==> config.mk <==
export PLATFORM = sky130hd
export DESIGN_NAME = spi_regmap_slave
export DESIGN_NICKNAME = d
export VERILOG_FILES = /design/src/rtl/spi_rm_pkg.sv /design/src/rtl/spi_rm_sync.sv /design/src/rtl/spi_rm_frame.sv /design/src/rtl/spi_rm_regs.sv /design/src/rtl/spi_regmap_slave.sv
export SDC_FILE = /design/constraint.sdc
export NUM_CORES = 1
export LEC_CHECK = 0
export BUFFER_PORTS_ARGS = -buffer_cell sky130_fd_sc_hd__buf_4
export CORE_UTILIZATION = 41
export CTS_BUF_LIST = sky130_fd_sc_hd__clkbuf_8
export CTS_CLUSTER_DIAMETER = 50
export DETAILED_ROUTE_END_ITERATION = 6
export GPL_ROUTABILITY_DRIVEN = 0
export HOLD_SLACK_MARGIN = 0.15
export PLACE_DENSITY = 0.6
export SLEW_MARGIN = 20
export SYNTH_ARGS = -nofsm -noshare
export SYNTH_HDL_FRONTEND = slang
export SYNTH_SLANG_ARGS = --single-unit
==> constraint.sdc <==
create_clock -name clk -period 2.8 [get_ports clk]
set_clock_uncertainty 0.15 [all_clocks]
set_input_delay 0 -clock clk [delete_from_list [all_inputs] [get_ports clk]]
set_output_delay 0 -clock clk [all_outputs]
set_load 0.05 [all_outputs]
==> src/rtl/spi_rm_pkg.sv <==
package spi_rm_pkg;

    localparam int ADDR_W = 7;
    localparam int DATA_W = 8;
    localparam int CNT_W  = $clog2(DATA_W);
    localparam int ENT_W  = 4;
    localparam int SEL_W  = 3;
    localparam int FREQ_W = 3 * DATA_W;

    // addresses whose values the external master depends on
    localparam logic [ADDR_W-1:0] A_FREQ0 = 7'h00;
    localparam logic [ADDR_W-1:0] A_FREQ1 = 7'h01;
    localparam logic [ADDR_W-1:0] A_FREQ2 = 7'h02;
    localparam logic [ADDR_W-1:0] A_MEAS  = 7'h10;
    localparam logic [ADDR_W-1:0] A_RAND  = 7'h11;
    localparam logic [ADDR_W-1:0] A_CTRL  = 7'h13;
    localparam logic [ADDR_W-1:0] A_SCR   = 7'h20;
    localparam logic [ADDR_W-1:0] A_ENT   = 7'h21;

    typedef struct packed {
        logic [CNT_W-1:0]  bit_cnt;
        logic              in_data;
        logic [DATA_W-1:0] rx;
        logic              is_wr;
        logic [ADDR_W-1:0] addr;
        logic [DATA_W-1:0] tx;
        logic              miso;
        logic              wr_stb;
        logic [DATA_W-1:0] wdata;
        logic              sclk_prev;
    } frame_t;

    typedef struct packed {
        logic [DATA_W-1:0] ctrl;
        logic [DATA_W-1:0] scratch;
        logic [ENT_W-1:0]  ent;
        logic [SEL_W-1:0]  sel;
    } regs_t;

endpackage

==> src/rtl/spi_rm_sync.sv <==
module spi_rm_sync #(
    parameter int             W       = 3,
    parameter int             STAGES  = 2,
    parameter logic [W-1:0]   RST_VAL = '0
) (
    input  logic         clk,
    input  logic         rst_n,
    input  logic [W-1:0] din,
    output logic [W-1:0] dout
);

    for (genvar g = 0; g < W; g++) begin : g_bit
        logic [STAGES-1:0] chain_d;
        logic [STAGES-1:0] chain_q;

        always_comb begin
            chain_d = {chain_q[STAGES-2:0], din[g]};
        end

        always_ff @(posedge clk or negedge rst_n) begin
            if (!rst_n) begin
                chain_q <= {STAGES{RST_VAL[g]}};
            end else begin
                chain_q <= chain_d;
            end
        end

        assign dout[g] = chain_q[STAGES-1];
    end

endmodule

==> src/rtl/spi_rm_frame.sv <==
module spi_rm_frame
    import spi_rm_pkg::*;
(
    input  logic              clk,
    input  logic              rst_n,
    input  logic              cs_act,
    input  logic              sclk,
    input  logic              mosi,
    input  logic [DATA_W-1:0] rd_data,
    output logic [ADDR_W-1:0] rd_addr,
    output logic              wr_stb,
    output logic [ADDR_W-1:0] wr_addr,
    output logic [DATA_W-1:0] wr_data,
    output logic              miso,
    output logic              sclk_fall
);

    localparam logic [CNT_W-1:0] LAST_BIT = CNT_W'(DATA_W - 1);

    frame_t st_d;
    frame_t st_q;
    logic   sclk_rise;
    logic [DATA_W-1:0] rx_next;

    assign sclk_rise = sclk & ~st_q.sclk_prev;
    assign sclk_fall = ~sclk & st_q.sclk_prev;
    assign rx_next   = {st_q.rx[DATA_W-2:0], mosi};
    // address seen by the register file while the last address bit arrives
    assign rd_addr   = rx_next[ADDR_W-1:0];

    always_comb begin
        st_d           = st_q;
        st_d.wr_stb    = 1'b0;
        st_d.sclk_prev = sclk;

        if (!cs_act) begin
            st_d.bit_cnt = '0;
            st_d.in_data = 1'b0;
            st_d.is_wr   = 1'b0;
            st_d.miso    = 1'b0;
        end else begin
            if (sclk_rise) begin
                st_d.rx      = rx_next;
                st_d.bit_cnt = st_q.bit_cnt + 1'b1;
                if (st_q.bit_cnt == LAST_BIT) begin
                    if (!st_q.in_data) begin
                        st_d.is_wr   = rx_next[DATA_W-1];
                        st_d.addr    = rx_next[ADDR_W-1:0];
                        st_d.tx      = rd_data;
                        st_d.in_data = 1'b1;
                    end else begin
                        st_d.wr_stb  = st_q.is_wr;
                        st_d.wdata   = rx_next;
                        st_d.in_data = 1'b0;
                        st_d.is_wr   = 1'b0;
                    end
                end
            end
            if (sclk_fall) begin
                if (st_q.in_data) begin
                    st_d.miso = st_q.tx[DATA_W-1];
                    st_d.tx   = {st_q.tx[DATA_W-2:0], 1'b0};
                end else begin
                    st_d.miso = 1'b0;
                end
            end
        end
    end

    always_ff @(posedge clk or negedge rst_n) begin
        if (!rst_n) begin
            st_q <= '0;
        end else begin
            st_q <= st_d;
        end
    end

    assign wr_stb  = st_q.wr_stb;
    assign wr_addr = st_q.addr;
    assign wr_data = st_q.wdata;
    assign miso    = st_q.miso;

endmodule

==> src/rtl/spi_rm_regs.sv <==
module spi_rm_regs
    import spi_rm_pkg::*;
(
    input  logic              clk,
    input  logic              rst_n,
    input  logic              wr_stb,
    input  logic [ADDR_W-1:0] wr_addr,
    input  logic [DATA_W-1:0] wr_data,
    input  logic [ADDR_W-1:0] rd_addr,
    output logic [DATA_W-1:0] rd_data,
    input  logic [FREQ_W-1:0] freq_count,
    input  logic              alarm_in,
    input  logic [DATA_W-1:0] rand_byte,
    output logic [DATA_W-1:0] ctrl_o,
    output logic [ENT_W-1:0]  ent_o,
    output logic [SEL_W-1:0]  sel_o
);

    regs_t rg_d;
    regs_t rg_q;
    logic [DATA_W-1:0] meas_view;

    always_comb begin
        rg_d = rg_q;
        if (wr_stb) begin
            unique case (wr_addr)
                A_CTRL:  rg_d.ctrl    = wr_data;
                A_SCR:   rg_d.scratch = wr_data;
                A_ENT:   rg_d.ent     = wr_data[ENT_W-1:0];
                A_MEAS:  rg_d.sel     = wr_data[SEL_W-1:0];
                default: ;
            endcase
        end
    end

    always_ff @(posedge clk or negedge rst_n) begin
        if (!rst_n) begin
            rg_q <= '0;
        end else begin
            rg_q <= rg_d;
        end
    end

    always_comb begin
        meas_view              = '0;
        meas_view[SEL_W-1:0]   = rg_q.sel;
        meas_view[SEL_W+1]     = alarm_in;
    end

    always_comb begin
        unique case (rd_addr)
            A_FREQ0: rd_data = freq_count[0*DATA_W +: DATA_W];
            A_FREQ1: rd_data = freq_count[1*DATA_W +: DATA_W];
            A_FREQ2: rd_data = freq_count[2*DATA_W +: DATA_W];
            A_MEAS:  rd_data = meas_view;
            A_RAND:  rd_data = rand_byte;
            A_CTRL:  rd_data = rg_q.ctrl;
            A_SCR:   rd_data = rg_q.scratch;
            A_ENT:   rd_data = DATA_W'(rg_q.ent);
            default: rd_data = '0;
        endcase
    end

    assign ctrl_o = rg_q.ctrl;
    assign ent_o  = rg_q.ent;
    assign sel_o  = rg_q.sel;

endmodule

==> src/rtl/spi_regmap_slave.sv <==
module spi_regmap_slave
    import spi_rm_pkg::*;
#(
    parameter int SYNC_STAGES = 2
) (
    input  logic              clk,
    input  logic              rst_n,
    input  logic              spi_csn,
    input  logic              spi_sclk,
    input  logic              spi_mosi,
    output logic              spi_miso,
    input  logic [FREQ_W-1:0] freq_count,
    input  logic              alarm_in,
    input  logic [DATA_W-1:0] rand_byte,
    output logic              ro_bypass,
    output logic              manual_tune,
    output logic              alarm_mask,
    output logic [1:0]        out_sel,
    output logic [2:0]        cond_sel,
    output logic              sync_pre_xor,
    output logic              inject_en,
    output logic              inject_val,
    output logic              stream_en,
    output logic [SEL_W-1:0]  meas_sel
);

    logic [2:0]        pins_s;
    logic              cs_act;
    logic              sclk_fall;
    logic              wr_stb;
    logic [ADDR_W-1:0] wr_addr;
    logic [DATA_W-1:0] wr_data;
    logic [ADDR_W-1:0] rd_addr;
    logic [DATA_W-1:0] rd_data;
    logic [DATA_W-1:0] ctrl_w;
    logic [ENT_W-1:0]  ent_w;
    logic [SEL_W-1:0]  sel_w;

    spi_rm_sync #(
        .W       (3),
        .STAGES  (SYNC_STAGES),
        .RST_VAL (3'b001)
    ) u_sync (
        .clk   (clk),
        .rst_n (rst_n),
        .din   ({spi_mosi, spi_sclk, spi_csn}),
        .dout  (pins_s)
    );

    assign cs_act = ~pins_s[0];

    spi_rm_frame u_frame (
        .clk       (clk),
        .rst_n     (rst_n),
        .cs_act    (cs_act),
        .sclk      (pins_s[1]),
        .mosi      (pins_s[2]),
        .rd_data   (rd_data),
        .rd_addr   (rd_addr),
        .wr_stb    (wr_stb),
        .wr_addr   (wr_addr),
        .wr_data   (wr_data),
        .miso      (spi_miso),
        .sclk_fall (sclk_fall)
    );

    spi_rm_regs u_regs (
        .clk        (clk),
        .rst_n      (rst_n),
        .wr_stb     (wr_stb),
        .wr_addr    (wr_addr),
        .wr_data    (wr_data),
        .rd_addr    (rd_addr),
        .rd_data    (rd_data),
        .freq_count (freq_count),
        .alarm_in   (alarm_in),
        .rand_byte  (rand_byte),
        .ctrl_o     (ctrl_w),
        .ent_o      (ent_w),
        .sel_o      (sel_w)
    );

    assign ro_bypass    = ctrl_w[0];
    assign manual_tune  = ctrl_w[1];
    assign alarm_mask   = ctrl_w[2];
    assign out_sel      = ctrl_w[4:3];
    assign cond_sel     = ctrl_w[7:5];
    assign sync_pre_xor = ent_w[0];
    assign inject_en    = ent_w[1];
    assign inject_val   = ent_w[2];
    assign stream_en    = ent_w[3];
    assign meas_sel     = sel_w;

endmodule

==> metrics.txt, run 1 <==
status complete, no violations; synth-to-layout area growth 29.7%; clk buf depth 2; Logic pwr share 0.200; Final Critical Period 2.63 ns; Fin. Hold Viols 0; count of cell types in the netlist 51; Die Area 8420 sq um; Syn Std Cell Area 3300 sq um; Initial Util 0.425; MaxCap Viol Count 0; power share of the clock group 0.367; critical path type register to register; Worst EP arrival 2.70 ns; setup TNS 0 ns; Finished Cell Area 4290 sq um; final worst slack 0.167 ns; Buf/Inv on CP 3; fillers 692; Sinks on Clock Net 67; cell taking the most area after synthesis dfrtp_1; Hold Path Class input pin to asynchronous set/reset pin; Sw Share 0.297; Final #Nets 400; number of diodes 0; CP Depth 7; worst r2r dst u_frame.st_q[14]$_DFFE_PN0N_; Post-Syn Area per Cell 11.7 sq um; total track usage 0.206; clock slew at reported path FFs 0.08 ns; Synth async-reset ratio 1.00; top post-synthesis cells by count dfrtp_1, mux2_2, nor2_1; largest net degree at the start of global routing 68; Area contributors post-synth dfrtp_1, mux2_2, mux2i_1, mux2_1, nor2_1; Synth Register Bits 67; count leader, synth dfrtp_1; RSZ-0062 raised after global routing false; Reg2Reg Depth 7; Top FF cell, synth dfrtp_1; Slew @ Worst Pin 0.869 ns; cell family with most CP delay buffers and inverters; Die Y 91.8 um; Seq pwr share 0.433; core area 7770 sq um; CTS H-tree lvls 3; Via Count 2525; detailed-route DRC error count 0; Req. time, crit path 2.87 ns; crit path max-delay cell type dlygate4sd3_1; Post-synth EDFFs 0; worst slack, placed 0.517 ns; Synth Warn # 0; syn nets 323; Post-DP Area 3780 sq um; Max Clock Freq 0.380 GHz; Overflow after GRT 0; CP max FO 26; RR Startpoint u_frame.rd_addr[1]$_DFFE_PN0P_; final critical-path share of the clock period 0.940; Worst setup SP type register; clk_lat worst skew 0.35 ns; R2R setup slack 0.17 ns; Sw Pwr 798 uW; Routed Wire Length 7.96 mm; Die Width 91.8 um; number of global-route vias before repair 2568; CTS Root Buffer Type clkbuf_8; first-pass GRT wire length 13.2 mm; vias per cell 5.41; Int Power 1890 uW; number of detailed-route iterations in the first pass 4; Slew headroom 0.421; Worst setup EP type register; most used cell, CP dlygate4sd3_1; VDD IR-drop max 301 uV; cell-by-cell trace of the critical path buf_6 -> mux2i_1 -> dlygate4sd3_1 -> o22ai_1 -> dlygate4sd3_1 -> nor2_1 -> o21ai_0; DP Wirelength 5.39 mm; cts bufs inserted 9; PwrDens 626 nW/um^2; row cnt 32; PortBufs 53; Detailed Route Iter0 Violations 88; Leak 0.00199 uW; CTS tree done; Slowest Stage Delay on Critical Path 0.59 ns; register area share after synthesis 0.508; routed len/inst 17.0 um; top cell type's share of synthesized area 0.492; Final Max Slew Viols 0; initial antenna violation count 0; Antenna Nets Post-Route 0; layout cell share with drive strength beyond 1 0.359; synthesized instance count 283; # IOs 54; Final setup violation count 0
[cells in the final DEF (no fill, tap or decap), types with 7 or more instances in the layout]
master	Yosys	layout
buf_4	9	62
nand2_1	7	7
dfrtp_1	65	64
clkbuf_8	0	9
nor2_1	24	24
mux2i_1	11	11
dlygate4sd3_1	0	26
a21oi_1	10	10
a22oi_1	9	9
o21ai_0	13	13
mux2_1	8	8
mux2_2	40	40
[what timing repair did]
| item | in CTS | in global routing |
|---|---|---|
| hold buffers | 26 | 0 |
| hold endpoints to repair | 78 | 0 |
| resized for setup | 0 | 2 |
| setup buffers | 0 | 0 |
| endpoints found under the setup margin | 0 | 2 |
[worst register-to-register path: cells and delay by family, from the launching register on]
family / cells / cell delay, ns
muxes: 1 / 0.25
DFF: 1 / 0.44
buffers and inverters: 3 / 1.39
and+or+nand+nor: 1 / 0.12
AOI/OAI and AO/OA: 2 / 0.16
[worst max-delay path by stage]
stage | start | end | slack, ns
2_1_floorplan | u_frame.wr_addr[3]$_DFFE_PN0P_ | u_regs.ctrl_o[0]$_DFFE_PN0P_ | 0.82
3_3_place_gp | u_frame.wr_addr[3]$_DFFE_PN0P_ | u_regs.ctrl_o[5]$_DFFE_PN0P_ | 0.56
3_5_place_dp | u_frame.wr_addr[3]$_DFFE_PN0P_ | u_regs.ctrl_o[5]$_DFFE_PN0P_ | 0.52
4_1_cts | u_frame.rd_addr[1]$_DFFE_PN0P_ | u_frame.st_q[12]$_DFFE_PN0N_ | 0.08
5_1_grt | u_frame.rd_addr[1]$_DFFE_PN0P_ | u_frame.st_q[14]$_DFFE_PN0N_ | 0.02
6_report | u_frame.rd_addr[1]$_DFFE_PN0P_ | u_frame.st_q[14]$_DFFE_PN0N_ | 0.17
[power groups by stage]
stage	clock network, uW	logic (uW)	registers, uW
final	985	538	1160
after global routing	1040	584	1180
after CTS	1010	536	1160
after detailed placement	0	475	1180
after global placement	0	472	1180
after floorplan	0	371	1070
[area by class of cell]
class,count,area [sq um],share of cell area
flip-flops and latches,67,1680,0.392
multi-input cells,192,1500,0.349
repair buffers,89,737,0.172
well taps,102,128,0.0298
clock buffers,9,124,0.0289
clock inverters,7,118,0.0274
inverters,1,3.75,0.000876
[stage by stage]
| step | instances | hold WS, ns | power, uW | util |
|---|---|---|---|---|
| 2_1_floorplan | 283 | -0.446 | 1440 | - |
| 4_1_cts | 467 | 0.173 | 2700 | 0.551 |
| 6_report | 467 | 0.153 | 2680 | 0.552 |
| 5_1_grt | 467 | 0.211 | 2800 | 0.552 |
| 3_3_place_gp | 425 | -0.0417 | 1650 | 0.486 |
| 3_5_place_dp | 425 | -0.0401 | 1650 | 0.486 |
[cells by family after synthesis]
group,share of synthesized area
XOR/XNOR,0.00795
multiplexers,0.204
buffers and inverters,0.0394
flip-flops,0.508
AO/OA/AOI/OAI,0.0943
AND/OR/NAND/NOR,0.139
adder cells (fa/ha/maj),0.00757
[sequential cells by signal, summed over array words and instances (netlist names)]
| signal | cells |
|---|---|
| u_regs.ctrl_o | 8 |
| u_frame.wr_data | 8 |
| u_regs.ent_o | 4 |
| u_frame.rd_addr | 6 |
| u_frame.st_q | 14 |
| u_frame.miso | 1 |
| u_frame.wr_addr | 7 |
| u_frame.wr_stb | 1 |
| u_frame.rx_next | 1 |
| u_regs.sel_o | 3 |
| u_sync.g_bit.chain_q | 6 |
| u_regs.rg_q | 8 |
[layer usage]
metal,share of wire,vias to the layer above,global-route usage
met2,0.48,80,0.323
met5,0,-,0
met1,0.45,1241,0.279
met4,0.020,0,0.0885
li1,-,1188,-
met3,0.048,16,0.0406
Power figures use the tool's default switching activity.
==> run 2, diff against run 1 <==
- CORE_UTILIZATION: 41 -> 40
- PLACE_DENSITY: 0.6 -> 0.59
==> metrics.txt, run 2 (synthesized netlist as in run 1, its figures left out) <==
setup TNS 0 ns (unchanged); RSZ-0062 raised after global routing false (unchanged); number of detailed-route iterations in the first pass 4 (unchanged); Final #Nets 398 (was 400); number of diodes 0 (unchanged); clk buf depth 2 (unchanged); final critical-path share of the clock period 0.911 (was 0.940); clk_lat worst skew 0.34 ns (was 0.35 ns); # IOs 54 (unchanged); Final Critical Period 2.55 ns (was 2.63 ns); Fin. Hold Viols 0 (unchanged); most frequent cells in the layout dfrtp_1, buf_4, mux2_2, dlygate4sd3_1, nor2_1 (unchanged); worst hold slack 0.159 ns (was 0.153 ns); vias per cell 5.33 (was 5.41); critical path type register to register (unchanged); VDD IR-drop max 316 uV (was 301 uV); Leak 0.00196 uW (was 0.00199 uW); detailed-route DRC error count 0 (unchanged); Slew headroom 0.438 (was 0.421); CTS Root Buffer Type clkbuf_8 (unchanged); PortBufs 53 (unchanged); routed len/inst 16.6 um (was 17.0 um); max reg flops 14 (unchanged); Routed Wire Length 7.69 mm (was 7.96 mm); Die Area 8630 sq um (was 8420 sq um); Final setup violation count 0 (unchanged); total track usage 0.198 (was 0.206); commonest non-fill, non-tap cell in the layout dfrtp_1 (unchanged); Worst setup EP type register (unchanged); cts bufs inserted 9 (unchanged); Detailed Route Iter0 Violations 91 (was 88); first-pass GRT wire length 12.8 mm (was 13.2 mm); setup repair bufs after CTS 0 (unchanged); Initial Util 0.421 (was 0.425); Worst EP arrival 2.62 ns (was 2.70 ns); number of global-route vias before repair 2509 (was 2568); PwrDens 592 nW/um^2 (was 626 nW/um^2); Req. time, crit path 2.87 ns (about the same); Die Width 92.9 um (was 91.8 um); Antenna Nets Post-Route 0 (unchanged); largest reg by FF count u_frame.st_q (unchanged); layout cell share with drive strength beyond 1 0.354 (was 0.359); Via Count 2474 (was 2525); Max Clock Freq 0.392 GHz (was 0.380 GHz); Hold Path Class input pin to asynchronous set/reset pin (unchanged); Overflow after GRT 0 (unchanged); Final Max Slew Viols 0 (unchanged); initial antenna violation count 0 (unchanged); Die Y 92.9 um (was 91.8 um); status complete, no violations (unchanged); Sinks on Clock Net 67 (unchanged); Worst setup SP type register (unchanged); CP max FO 19 (was 26); clock slew at reported path FFs 0.07 ns (was 0.08 ns); largest net degree at the start of global routing 68 (unchanged); Slew @ Worst Pin 0.842 ns (was 0.869 ns); core area 7850 sq um (was 7770 sq um); DP Wirelength 5.23 mm (was 5.39 mm); CTS tree done (unchanged); MaxCap Viol Count 0 (unchanged); CTS H-tree lvls 3 (unchanged); row cnt 32 (unchanged); synth-to-layout area growth 28.0% (was 29.7%)
run 2: path summary, 6_finish.rpt:
kind / startpoint / to / slack, ns / cells after the start
setup / recovery: u_frame.rd_addr[4]$_DFFE_PN0P_ / u_frame.st_q[11]$_DFFE_PN0N_ / 0.25 / 6
hold / removal: rst_n / u_frame.st_q[38]$_DFFE_PN0P_ / 0.16 / 2
setup reg to reg: u_frame.rd_addr[4]$_DFFE_PN0P_ / u_frame.st_q[11]$_DFFE_PN0N_ / 0.25 / 6
hold reg to reg: u_sync.g_bit[1].chain_q[0]$_DFF_PN0_ / u_sync.g_bit[1].chain_q[1]$_DFF_PN0_ / 0.21 / 0
max in group asynchronous: rst_n / u_frame.rd_addr[1]$_DFFE_PN0P_ / 1.75 / 2
min in group clk: freq_count[2] / u_frame.st_q[13]$_DFFE_PN0N_ / 0.20 / 6
run 2: per-stage QoR:
stage	instances	utilization	total power, uW	setup slack [ns]	cell area (sq um)
5_1_grt	464	0.539	2620	0.0530	4230
6_report	464	0.539	2500	0.248	4230
3_3_place_gp	422	0.479	1630	0.580	3760
2_1_floorplan	283	-	1440	0.820	3300
4_1_cts	464	0.539	2520	0.139	4230
3_5_place_dp	422	0.479	1640	0.537	3760
run 2: power breakdown:
part | total, uW | leakage [uW] | switching [uW] | internal [uW]
logic | 517 | 0.000996 | 241 | 276
registers | 1160 | 0.000864 | 148 | 1020
clock network | 823 | 0.0000974 | 369 | 453
run 2: worst max-delay path, cell delays in order, from the launching register on:
cell	delay (ns)
dfrtp_1	0.75
buf_4	0.25
mux2i_1	0.19
dlygate4sd3_1	0.57
nor2_1	0.04
nor4_1	0.39
nor2_1	0.09
run 2: timing repair:
action,CTS,global route
setup endpoints to repair,0,1
resized for setup,0,1
hold endpoints to repair,78,0
hold buffers,27,0
run 2: final cells by class:
cell class,count,area (sq um)
clock inverter,4,50.0
multi-input combinational,192,1500
sequential,67,1680
timing repair buffer,87,721
tap,102,128
clock buffer,11,151
fill,724,3620
inverter,1,3.75
run 2: layer usage:
metal	vias up	part of all wire	GRT usage
met2	50	0.49	0.313
met5	-	0	0
met1	1231	0.45	0.257
li1	1181	-	-
met4	0	0.019	0.0846
met3	12	0.037	0.0484
